<file path="src/rtl/usart_tx_pkg.sv">
package usart_tx_pkg;
  localparam int DATA_W  = 8;
  localparam int FRAME_W = DATA_W + 3;
  localparam int CNT_W   = 4;

  typedef struct packed {
    logic clk_master;
    logic nine;
    logic tx_en;
    logic sync;
    logic hi_speed;
    logic bit9;
  } ctl_t;

  // Frame image, first bit at index 0; unused upper slots are idle-high
  function automatic logic [FRAME_W-1:0] build_frame(input logic sync, input logic nine,
                                                     input logic b9, input logic [DATA_W-1:0] d);
    logic top;
    top = nine ? b9 : 1'b1;
    if (sync) return {2'b11, top, d};
    return {1'b1, top, d, 1'b0};
  endfunction

  // Number of bit slots in one frame
  function automatic logic [CNT_W-1:0] frame_len(input logic sync, input logic nine);
    logic [CNT_W-1:0] n;
    n = CNT_W'(DATA_W);
    if (nine) n = n + CNT_W'(1);
    if (!sync) n = n + CNT_W'(2);
    return n;
  endfunction
endpackage

</file>
<file path="src/rtl/usart_tx_regs.sv">
module usart_tx_regs
  import usart_tx_pkg::*;
(
  input  logic              clk,
  input  logic              rst_n,
  input  logic              ctl_wr,
  input  logic [7:0]        ctl_wdata,
  input  logic              hold_wr,
  input  logic [DATA_W-1:0] hold_wdata,
  input  logic              load,
  input  logic              sh_empty,
  output ctl_t              ctl,
  output logic [DATA_W-1:0] hold_data,
  output logic              hold_full,
  output logic [7:0]        ctl_rdata
);
  always_ff @(posedge clk) begin
    if (!rst_n) begin
      ctl       <= '0;
      hold_data <= '0;
      hold_full <= 1'b0;
    end else begin
      if (ctl_wr) begin
        ctl.clk_master <= ctl_wdata[7];
        ctl.nine       <= ctl_wdata[6];
        ctl.tx_en      <= ctl_wdata[5];
        ctl.sync       <= ctl_wdata[4];
        ctl.hi_speed   <= ctl_wdata[2];
        ctl.bit9       <= ctl_wdata[0];
      end
      if (hold_wr) begin
        hold_data <= hold_wdata;
        hold_full <= 1'b1;
      end else if (load) begin
        hold_full <= 1'b0;
      end
    end
  end

  assign ctl_rdata = {ctl.clk_master, ctl.nine, ctl.tx_en, ctl.sync,
                      1'b0, ctl.hi_speed, sh_empty, ctl.bit9};
endmodule

</file>
<file path="src/rtl/usart_tx_pace.sv">
module usart_tx_pace #(
  parameter int HI_DIV      = 16,
  parameter int LO_DIV      = 64,
  parameter int SYNC_STAGES = 2
) (
  input  logic clk,
  input  logic rst_n,
  input  logic busy,
  input  logic freeze,
  input  logic sync,
  input  logic master,
  input  logic hi_speed,
  input  logic baud_tick,
  input  logic ck_in,
  output logic step,
  output logic ck_out
);
  localparam int MAX_DIV = (LO_DIV > HI_DIV) ? LO_DIV : HI_DIV;
  localparam int DIV_W   = (MAX_DIV > 2) ? $clog2(MAX_DIV) : 1;
  localparam logic [DIV_W-1:0] HI_LAST = DIV_W'(HI_DIV - 1);
  localparam logic [DIV_W-1:0] LO_LAST = DIV_W'(LO_DIV - 1);

  logic [DIV_W-1:0]       tick_cnt;
  logic                   ck_q;
  logic [SYNC_STAGES-1:0] ck_sync;
  logic                   ck_prev;
  logic                   run, async_step, master_step, slave_step;

  assign run = busy && !freeze;

  // asynchronous bit timer
  assign async_step = !sync && baud_tick && (tick_cnt == (hi_speed ? HI_LAST : LO_LAST));
  always_ff @(posedge clk) begin
    if (!rst_n || !busy) tick_cnt <= '0;
    else if (run && !sync && baud_tick)
      tick_cnt <= async_step ? '0 : tick_cnt + DIV_W'(1);
  end

  // master clock: rise on one tick, fall (and advance) on the next
  assign master_step = sync && master && baud_tick && ck_q;
  always_ff @(posedge clk) begin
    if (!rst_n || !busy) ck_q <= 1'b0;
    else if (run && sync && master && baud_tick) ck_q <= ~ck_q;
  end
  assign ck_out = ck_q;

  // slave clock synchroniser and falling-edge detect
  generate
    if (SYNC_STAGES == 1) begin : g_one
      always_ff @(posedge clk) begin
        if (!rst_n) ck_sync <= '0;
        else        ck_sync <= ck_in;
      end
    end else begin : g_chain
      always_ff @(posedge clk) begin
        if (!rst_n) ck_sync <= '0;
        else        ck_sync <= {ck_sync[SYNC_STAGES-2:0], ck_in};
      end
    end
  endgenerate

  always_ff @(posedge clk) begin
    if (!rst_n) ck_prev <= 1'b0;
    else        ck_prev <= ck_sync[SYNC_STAGES-1];
  end
  assign slave_step = sync && !master && ck_prev && !ck_sync[SYNC_STAGES-1];

  assign step = run && (async_step || master_step || slave_step);
endmodule

</file>
<file path="src/rtl/usart_tx_shift.sv">
module usart_tx_shift
  import usart_tx_pkg::*;
(
  input  logic               clk,
  input  logic               rst_n,
  input  logic               load,
  input  logic               step,
  input  logic [FRAME_W-1:0] frame_in,
  input  logic [CNT_W-1:0]   len_in,
  output logic               dout_bit,
  output logic               empty
);
  logic [FRAME_W-1:0] sh;
  logic [CNT_W-1:0]   left;

  always_ff @(posedge clk) begin
    if (!rst_n) begin
      sh   <= '1;
      left <= '0;
    end else if (load) begin
      sh   <= frame_in;
      left <= len_in;
    end else if (step) begin
      sh   <= {1'b1, sh[FRAME_W-1:1]};
      left <= left - CNT_W'(1);
    end
  end

  assign empty    = (left == '0);
  assign dout_bit = empty ? 1'b1 : sh[0];
endmodule

</file>
<file path="src/rtl/usart_tx_engine.sv">
module usart_tx_engine
  import usart_tx_pkg::*;
#(
  parameter int HI_DIV      = 16,
  parameter int LO_DIV      = 64,
  parameter int SYNC_STAGES = 2
) (
  input  logic       clk,
  input  logic       rst_n,
  input  logic       ctl_wr,
  input  logic [7:0] ctl_wdata,
  output logic [7:0] ctl_rdata,
  input  logic       hold_wr,
  input  logic [7:0] hold_wdata,
  output logic       hold_empty,
  input  logic       baud_tick,
  input  logic       rx_en,
  output logic       dout,
  output logic       dout_oe,
  input  logic       ck_in,
  output logic       ck_out,
  output logic       ck_oe
);
  ctl_t              ctl;
  logic [DATA_W-1:0] hold_data;
  logic              hold_full;
  logic              sh_empty;
  logic              load_evt;
  logic              step_evt;
  logic              sync_mode;
  logic              freeze;
  logic              tx_allowed;

  assign sync_mode  = ctl.sync;
  assign freeze     = sync_mode && rx_en;
  assign tx_allowed = ctl.tx_en && !freeze;
  assign load_evt   = sh_empty && hold_full && tx_allowed;

  usart_tx_regs u_regs (
    .clk, .rst_n, .ctl_wr, .ctl_wdata, .hold_wr, .hold_wdata,
    .load(load_evt), .sh_empty, .ctl, .hold_data, .hold_full, .ctl_rdata
  );

  usart_tx_pace #(.HI_DIV(HI_DIV), .LO_DIV(LO_DIV), .SYNC_STAGES(SYNC_STAGES)) u_pace (
    .clk, .rst_n, .busy(!sh_empty), .freeze, .sync(sync_mode),
    .master(ctl.clk_master), .hi_speed(ctl.hi_speed), .baud_tick, .ck_in,
    .step(step_evt), .ck_out
  );

  usart_tx_shift u_shift (
    .clk, .rst_n, .load(load_evt), .step(step_evt),
    .frame_in(build_frame(sync_mode, ctl.nine, ctl.bit9, hold_data)),
    .len_in(frame_len(sync_mode, ctl.nine)),
    .dout_bit(dout), .empty(sh_empty)
  );

  assign hold_empty = !hold_full;
  assign dout_oe    = tx_allowed;
  assign ck_oe      = sync_mode && ctl.clk_master;
endmodule

</file>
<file path="config.mk">
export PLATFORM = sky130hd
export DESIGN_NAME = usart_tx_engine
export DESIGN_NICKNAME = d
export VERILOG_FILES = /design/src/rtl/usart_tx_pkg.sv /design/src/rtl/usart_tx_regs.sv /design/src/rtl/usart_tx_pace.sv /design/src/rtl/usart_tx_shift.sv /design/src/rtl/usart_tx_engine.sv
export SDC_FILE = /design/constraint.sdc
export NUM_CORES = 1
export LEC_CHECK = 0
export BUFFER_PORTS_ARGS = -buffer_cell sky130_fd_sc_hd__buf_4
export CAP_MARGIN = 5
export CORE_MARGIN = 5
export CORE_UTILIZATION = 30
export CTS_BUF_LIST = sky130_fd_sc_hd__clkbuf_4
export DETAILED_ROUTE_END_ITERATION = 16
export PLACE_DENSITY_LB_ADDON = 0.25
export SKIP_LAST_GASP = 1
export SYNTH_ARGS = -nofsm -noshare
export SYNTH_HDL_FRONTEND = slang
export SYNTH_SLANG_ARGS = --single-unit
</file>
<file path="constraint.sdc">
create_clock -name clk -period 5.04 [get_ports clk]
set_input_delay 0.756 -clock clk [delete_from_list [all_inputs] [get_ports clk]]
set_output_delay 0.756 -clock clk [all_outputs]
set_load 0.02 [all_outputs]
</file>
==> results of run 1 <==
## power breakdown
part	switching (W)	leakage [nW]	internal [W]
sequential	0.0000114	0.319	0.000320
combinational	0.0000364	0.502	0.0000348
clock	0.000102	0.0317	0.0000593
total	0.000150	0.852	0.000414
## worst register-to-register path, cell delays in order, from the launching register on
cell	delay (ns)
dfxtp_1	0.90
o21ai_0	0.40
a21oi_4	0.55
mux2_2	0.39
a31oi_1	0.13
## metal layers
layer / wire (um) / track usage [%]
met1: 1920 / 13.99
met2: 1639 / 14.82
met3: 137 / 2.514
met4: 80 / 5.357
met5: 0 / 0
## metrics by stage
step,cells,cell area (um^2)
after CTS,293,2128
after global placement,285,2071
after global routing,294,2131
final,294,2131
after detailed placement,285,2071
after floorplan,195,1844
## cell usage in the layout (no fill, tap or decap), types with 3 or more instances in the layout
master / n
dfxtp_1: 39
buf_4: 32
nor2_1: 24
mux2i_1: 22
nor3_1: 9
nand2_1: 8
a31oi_1: 7
mux2_2: 6
clkbuf_4: 6
inv_1: 5
and2_1: 5
a211oi_1: 4
xnor2_1: 4
nand3_1: 4
nor3b_1: 3
and3_1: 3
o21ai_0: 3
or3_1: 3
a21oi_1: 3
## layout make-up
| type | instances | area (um^2) |
|---|---|---|
| diodes | 1 | 2.502 |
| clock buffers | 6 | 45.04 |
| clock inverters | 2 | 12.51 |
| fillers | 641 | 3825 |
| inverters | 6 | 27.53 |
| multi-input cells | 133 | 928.4 |
| flip-flops and latches | 39 | 780.7 |
| well taps | 75 | 93.84 |
| repair buffers | 32 | 240.2 |
## path summary, 6_finish.rpt
kind	to	cells past startpoint
max	dout_oe	3
min	u_pace.ck_sync[1]	1
max reg2reg	u_shift.sh[4]	4
min reg2reg	u_pace.ck_sync[1]	1
## cells by family (layout without fill, tap and decap cells)
group	after synthesis	in the layout	synth area share, %
other	1	2	0.2033
adders and majority gates	2	2	1.357
buffers and inverters	23	46	7.327
xor gates and xnor gates	6	6	2.849
AOI/OAI and AO/OA	24	24	9.363
and+or+nand+nor	72	72	20.96
muxes	28	28	15.60
DFF	39	39	42.33
## registers in the layout, indices dropped and copies added, names as in the netlist
signal,cells
u_pace.ck_out,1
u_pace.ck_prev,1
u_pace.ck_sync,2
u_pace.tick_cnt,6
u_regs.ctl,6
u_regs.hold_data,8
u_regs.hold_full,1
u_shift.left,4
u_shift.sh,10
==> metrics.cfg, run 1 <==
[status]
status = finished clean

[critical_path]
critical_path_class = flop to output pin
cp-start-kind = flop
crit_path_end_kind = output pin
critical-path-max-stage-delay_ns = 0.90
path_buf_inv = 1
worstPathRequired_ns = 4.28
crit_chain = nand2_1, and2_1, buf_4
r2r_start = u_regs.ctl[2]
slowest_stage = dfxtp_1
startpoint = u_regs.ctl[2]
worst_path_dominant_cell_family = flip-flops
arrival_ns = 1.83
crit_path_max_fanout = 19
reg2reg_slack_ns = 2.63

[power_and_ir_drop]
total_power_w = 0.0005638
ir_drop_mv = 0.1289
power.density_nw_per_um2 = 264.6
p_leak_nw = 0.8523

[floorplan]
die_h_um = 88.41
fp.dieArea_um2 = 7815
core_region_area_um2 = 5956
io-pin-count = 36
initial_utilization_pct = 30.97
die_w_um = 88.41
num_rows = 28

[placed_design]
place_ws_ns = 2.626
place_hpwl_um = 2653
place.gp.congestion = 0.7432
portBuffers = 32

[logic_synthesis]
synth_edf_count = 0
synth_top_area_share_pct = 42.33
yosysUniqueCellTypes = 42
synthArstFlopShare_pct = 0
yosysMostFrequentCell = dfxtp_1
synth_common_cells = dfxtp_1, nor2_1, mux2i_1
yosysWarnings = 0
netlist_instances = 195
ys_seq_area_share_pct = 42.33
netlist_area_um2 = 1844
yosys-top-cells-area = dfxtp_1, mux2i_1, nor2_1
syn_nets = 220
synth-seq-cells = 39
postSynthAreaPerCell_um2 = 9.458
synth_top_cell_by_area = dfxtp_1
synth_ff_type = dfxtp_1

[detailed_routing]
vias = 1388
drt_iter0_drc = 55
viasPerCell = 4.721
wl_per_cell_um = 12.85
dr.pass1.iters = 4
antenna_left = 0
drcViolationCount = 0
drt_wl_total_um = 3777

[cts]
tritoncts = built
cts_made_buffers = 5
clockBufferDepth = 2
postCtsSetupBuffers = 0
hold_buffers = 0
cts-root-buf = clkbuf_4
clock-sinks = 39
clk_latency_ns = 0.34
cts_resized = 0
clkTransAtPathRegs_ns = 0.12
htreeDepth = 2

[sta]
max_freq_ghz = 0.3873
setup_viol = 0
skew_ns = 0.009563
rsz0062_at_grt = false
setup_tns_ns = 0
post-route-period-util_pct = 51.23
slew_headroom_pct = 37.68
final-hold-violation-count = 0
maxSlewViolCount = 0
fin_crit_ns = 2.582
setup_ws_ns = 2.458
worst_slew_pin_slew_ns = 0.9337
whs_ns = 0.4645

[min_path]
hold_path.startpoint = u_pace.ck_sync[0]
worstHoldPathType = flop to flop

[finish]
drive_gt1_share_pct = 23.39
post-route-util_pct = 35.78
area_growth_pct = 15.54
fin_nets = 242

[grt]
antenna_found_initial = 1
grt_overflow_total = 0
gr-usage-all-layers_pct = 10.23
grt_max_degree = 32
grt_first_pass_wirelength_um = 6258
grt_pass1_vias = 1298

[flow_run]
maxCapViolCount = 0

No activity file was read; power rests on OpenSTA's default activity.
==> run 2, diff against run 1 <==
clock period = 2.3 ns   (was 5.04 ns; I/O delays follow)
==> run 2 against run 1 <==
Compared with the run above: hold slack got worse by 0.27 ns; first-iteration DRC count rose by 15%; critical endpoint is now u_shift.sh[2]; largest power group unchanged; clock power rose by 110%; total power rose by 120%; setup slack got worse by 2.2 ns; critical path type is now flop to flop; core utilization rose by 0.19 points; highest routed layer unchanged.
==> metrics.cfg, run 2 (synthesized netlist as in run 1, its figures left out) <==
[finish]
top_register = u_shift.sh
num-fill-cells = 648
final_common_cell = dfxtp_1
drive_gt1_share_pct = 24.09
layout_common_cells = dfxtp_1, buf_4, nor2_1
final_area_um2 = 2142
antenna_cells = 0
top_regs = u_shift.sh x10, u_regs.hold_data x8
largest_reg_flops = 10
fin_nets = 245
area_growth_pct = 16.15

[cts]
tritoncts = built
clkTransAtPathRegs_ns = 0.11
hold_buffers = 0
htreeDepth = 2
clock-sinks = 39
cts_made_buffers = 5
clockBufferDepth = 2
postCtsSetupBuffers = 0
cts-root-buf = clkbuf_4
clk_latency_ns = 0.35
cts_resized = 0

[power_and_ir_drop]
total_power_w = 0.001219
ir_drop_mv = 0.3409
p_leak_nw = 0.8617
power.density_nw_per_um2 = 569.3

[critical_path]
cp-start-kind = flop
worst_path_dominant_cell_family = simple AND/OR/NAND/NOR gates
crit_chain = inv_1, ha_1, or3b_4, inv_6, and4_4, nor3_1, mux2_2, a31oi_1
crit_path_end_kind = flop
startpoint = u_shift.left[0]
worstPathRequired_ns = 2.59
crit_cells = 8
crit_path_max_fanout = 22
slowest_stage = or3b_4
critical_path_class = flop to flop
r2r_start = u_shift.left[0]
critical-path-max-stage-delay_ns = 0.44
arrival_ns = 2.32
r2r_cells = 8
path_buf_inv = 2

[detailed_routing]
viasPerCell = 4.844
wl_per_cell_um = 12.95
antenna_left = 0
drt_wl_total_um = 3820
drcViolationCount = 0
vias = 1429
drt_iter0_drc = 63
dr.pass1.iters = 4

[floorplan]
core_region_area_um2 = 5956
die_h_um = 88.41
fp.dieArea_um2 = 7815
initial_utilization_pct = 30.97
num_rows = 28
die_w_um = 88.41
io-pin-count = 36

[placed_design]
place_hpwl_um = 2714
portBuffers = 32
dpl-instance-area_um2 = 2093
place.gp.congestion = 0.7506

[sta]
rsz0062_at_grt = false
slew_headroom_pct = 50.22
setup_tns_ns = 0
worst_slew_pin_slew_ns = 0.7459
max_freq_ghz = 0.4907
setup_viol = 0
post-route-period-util_pct = 88.60
maxSlewViolCount = 0
fin_crit_ns = 2.038
skew_ns = 0.01156
final-hold-violation-count = 0

[min_path]
min_path_cells = 2
hold_path.startpoint = ck_in
worstHoldPathType = input pin to flop

[grt]
grt_overflow_total = 0
gr-usage-all-layers_pct = 10.98
grt_first_pass_wirelength_um = 6630
grt_max_degree = 25
antenna_found_initial = 0
grt_pass1_vias = 1343

[status]
status = finished clean

[flow_run]
maxCapViolCount = 0

==> run 2: cell types whose count changed in the layout (fill, tap and decap cells not counted) <==
cell / before / now
clkinvlp_4: 1 / 0
clkinv_1: 0 / 1
buf_4: 32 / 35
clkbuf_4: 6 / 5
diode_2: 1 / 0
or3b_4: 0 / 1
or3b_1: 1 / 0
==> run 2: path summary, 6_finish.rpt <==
| check | to | slack [ns] |
|---|---|---|
| setup reg to reg | u_shift.sh[2] | 0.26 |
| hold / removal | u_pace.ck_sync[0] | 0.20 |
| setup / recovery | u_shift.sh[2] | 0.26 |
| hold reg to reg | u_pace.ck_sync[1] | 0.45 |
==> run 2: layer usage <==
metal  wire [um]  track usage (%)  part of all wire, %  up-vias
met2        1635            15.70                   43       30
li1            -                -                    -      736
met5           0                0                    0        -
met3         166            3.538                  4.3        5
met4          70            5.357                  1.8        0
met1        1947            14.83                   51      658
==> run 2: power breakdown <==
group          leakage (nW)  switching [W]  total (W)  internal, W
clock                0.0285       0.000224   0.000332     0.000108
combinational         0.514      0.0000853   0.000165    0.0000800
sequential            0.319      0.0000207   0.000722     0.000701
total                 0.862       0.000330    0.00122     0.000890
==> run 2: layout make-up <==
| cell class | count | area, um^2 | area share, % |
|---|---|---|---|
| Clock buffer | 5 | 37.54 | 1.752 |
| Sequential cell | 39 | 780.7 | 36.45 |
| Clock inverter | 2 | 8.758 | 0.4089 |
| Inverter | 6 | 27.53 | 1.285 |
| Multi-Input combinational cell | 133 | 930.9 | 43.46 |
| Timing Repair Buffer | 35 | 262.8 | 12.27 |
| Tap cell | 75 | 93.84 | 4.381 |
==> run 2: through the flow <==
stage,hold slack [ns],worst slack [ns],utilization (%),instances
floorplan,0.4119,0.4362,-,195
global placement,0.4294,0.1663,35.15,288
detailed placement,0.4236,0.1558,35.15,288
CTS,0.1942,0.1375,35.92,295
global route,0.1677,0.04999,35.97,295
finish,0.1986,0.2622,35.97,295
==> run 2: worst register-to-register path: stages (launching register included) <==
cell     delay (ns)
dfxtp_1        0.35
inv_1          0.06
ha_1           0.15
or3b_4         0.44
inv_6          0.08
and4_4         0.38
nor3_1         0.10
mux2_2         0.29
a31oi_1        0.13
==> run 3, diff against run 2 <==
CAP_MARGIN = not set   (was 5)
SETUP_SLACK_MARGIN = 0.4   (was not set)
clock period = 2.4 ns   (was 2.3 ns; I/O delays follow)
==> run 3 against run 2 <==
Compared with the run above: setup slack improved by 0.18 ns; clock-buffer cell count unchanged; register-to-register slack gained 0.18 ns; sequential share of layout area is 2.2 points lower; critical path type is now flop to output pin; highest routed layer unchanged.
==> metrics.cfg, run 3 (synthesized netlist as in run 1, its figures left out) <==
[sta]
setup_viol = 0
setup_tns_ns = 0
max_freq_ghz = 0.5105
worst_slew_pin_slew_ns = 0.7269
maxSlewViolCount = 0
final-hold-violation-count = 0
skew_ns = 0.008730
post-route-period-util_pct = 81.62
fin_crit_ns = 1.959
whs_ns = 0.2124
slew_headroom_pct = 51.49
rsz0062_at_grt = true

[finish]
antenna_cells = 0
top_register = u_shift.sh
top_regs = u_shift.sh x10, u_regs.hold_data x8
area_growth_pct = 24.22
fin_nets = 256
final_common_cell = buf_4
drive_gt1_share_pct = 32.33
layout_common_cells = buf_4, dfxtp_1, nor2_1
num-fill-cells = 623
largest_reg_flops = 10

[grt]
grt_overflow_total = 0
grt_max_degree = 23
antenna_found_initial = 0
gr-usage-all-layers_pct = 11.47
grt_pass1_vias = 1405
grt_first_pass_wirelength_um = 7107

[floorplan]
num_rows = 28
die_h_um = 88.41
core_region_area_um2 = 5956
initial_utilization_pct = 30.97
fp.dieArea_um2 = 7815
die_w_um = 88.41
io-pin-count = 36

[critical_path]
critical-path-max-stage-delay_ns = 0.42
r2r_start = u_shift.left[1]
worst_path_dominant_cell_family = simple AND/OR/NAND/NOR gates
arrival_ns = 1.60
crit_path_end_kind = output pin
crit_path_max_fanout = 4
path_buf_inv = 2
critical_path_class = flop to output pin
worstPathRequired_ns = 2.04
reg2reg_slack_ns = 0.44
crit_chain = inv_1, ha_2, or3b_4, nand2b_1, buf_6
r2r_cells = 8
cp-start-kind = flop
r2r-end = u_shift.sh[3]
slowest_stage = or3b_4

[min_path]
worstHoldPathType = input pin to flop
hold_path.startpoint = ck_in
min_path_cells = 2
holdPathEnd = u_pace.ck_sync[0]

[power_and_ir_drop]
power.density_nw_per_um2 = 524.2
p_leak_nw = 0.9274
ir_drop_mv = 0.2154

[cts]
clockBufferDepth = 2
hold_buffers = 0
clk_latency_ns = 0.35
tritoncts = built
cts_made_buffers = 5
clock-sinks = 39
cts-root-buf = clkbuf_4
clkTransAtPathRegs_ns = 0.12
htreeDepth = 2

[detailed_routing]
dr.pass1.iters = 4
viasPerCell = 4.893
drt_iter0_drc = 60
antenna_left = 0
vias = 1502
drt_wl_total_um = 4286
wl_per_cell_um = 13.96
drcViolationCount = 0

[placed_design]
place.gp.congestion = 0.7305
portBuffers = 32
place_hpwl_um = 2725

[flow_run]
maxCapViolCount = 0

[status]
status = finished clean

-- run 3: cell count changes in the layout (fill, tap and decap cells not counted), moves of 3 or more --
cell	delta
buf_4	+6
dfxtp_1	-3
dfxtp_2	+3
mux2_2	-3
mux2_4	+3
-- run 3: metal layers --
metal	routed length, um	GRT usage [%]	up-vias	part of all wire (%)
met4	62	3.709	0	1.4
li1	-	-	765	-
met5	0	0	-	0
met3	176	2.980	5	4.1
met1	2148	16.27	707	50
met2	1898	16.93	25	44
-- run 3: cell type report --
cell class	count	area, um^2	area share, %
Multi-Input combinational cell	136	993.5	43.36
Sequential cell	39	784.5	34.24
Clock buffer	5	37.54	1.638
Clock inverter	3	15.01	0.6554
Tap cell	75	93.84	4.096
Inverter	6	27.53	1.202
Timing Repair Buffer	43	339.1	14.80
-- run 3: worst max path at each step --
| stage | cells after the start | start | endpoint |
|---|---|---|---|
| 3_5_place_dp | 7 | u_shift.left[0] | u_shift.sh[4] |
| 3_3_place_gp | 7 | u_shift.left[0] | u_shift.sh[4] |
| 6_report | 5 | u_shift.left[1] | dout |
| 2_1_floorplan | 10 | u_shift.left[0] | u_shift.sh[2] |
| 4_1_cts | 5 | u_shift.left[0] | dout |
| 5_1_grt | 8 | u_shift.left[1] | u_shift.sh[3] |
-- run 3: worst reg2reg max path, cell delays in order (launching register included) --
cell and delay [ns]:
dfxtp_1 0.33, inv_1 0.09, ha_2 0.18, or3b_4 0.42, clkinv_4 0.09, and4_2 0.29
nor3_1 0.08, mux2_2 0.29, a31oi_1 0.13
-- run 3: what timing repair did --
item | in CTS | in global routing
endpoints found under the setup margin | 14 | 12
buffers inserted | 4 | 5
gates cloned | 3 | 0
gates resized for setup | 3 | 13
pin swaps | 1 | 4
-- run 3: per-stage QoR --
stage,worst slack (ns),area (um^2),power (W),std cells,utilization [%]
after floorplan,0.5362,1844,0.0008141,195,-
after global placement,0.2159,2086,0.0008653,287,35.02
after detailed placement,0.1878,2086,0.0008658,287,35.02
after CTS,0.4179,2202,0.001210,302,36.97
after global routing,0.3637,2291,0.001265,307,38.47
final,0.4411,2291,0.001201,307,38.47
-- run 3: report_power, final --
part	internal [W]	total, W	switching [W]
combinational	0.0000820	0.000170	0.0000883
clock	0.000109	0.000337	0.000228
sequential	0.000672	0.000693	0.0000210
total	0.000863	0.00120	0.000337
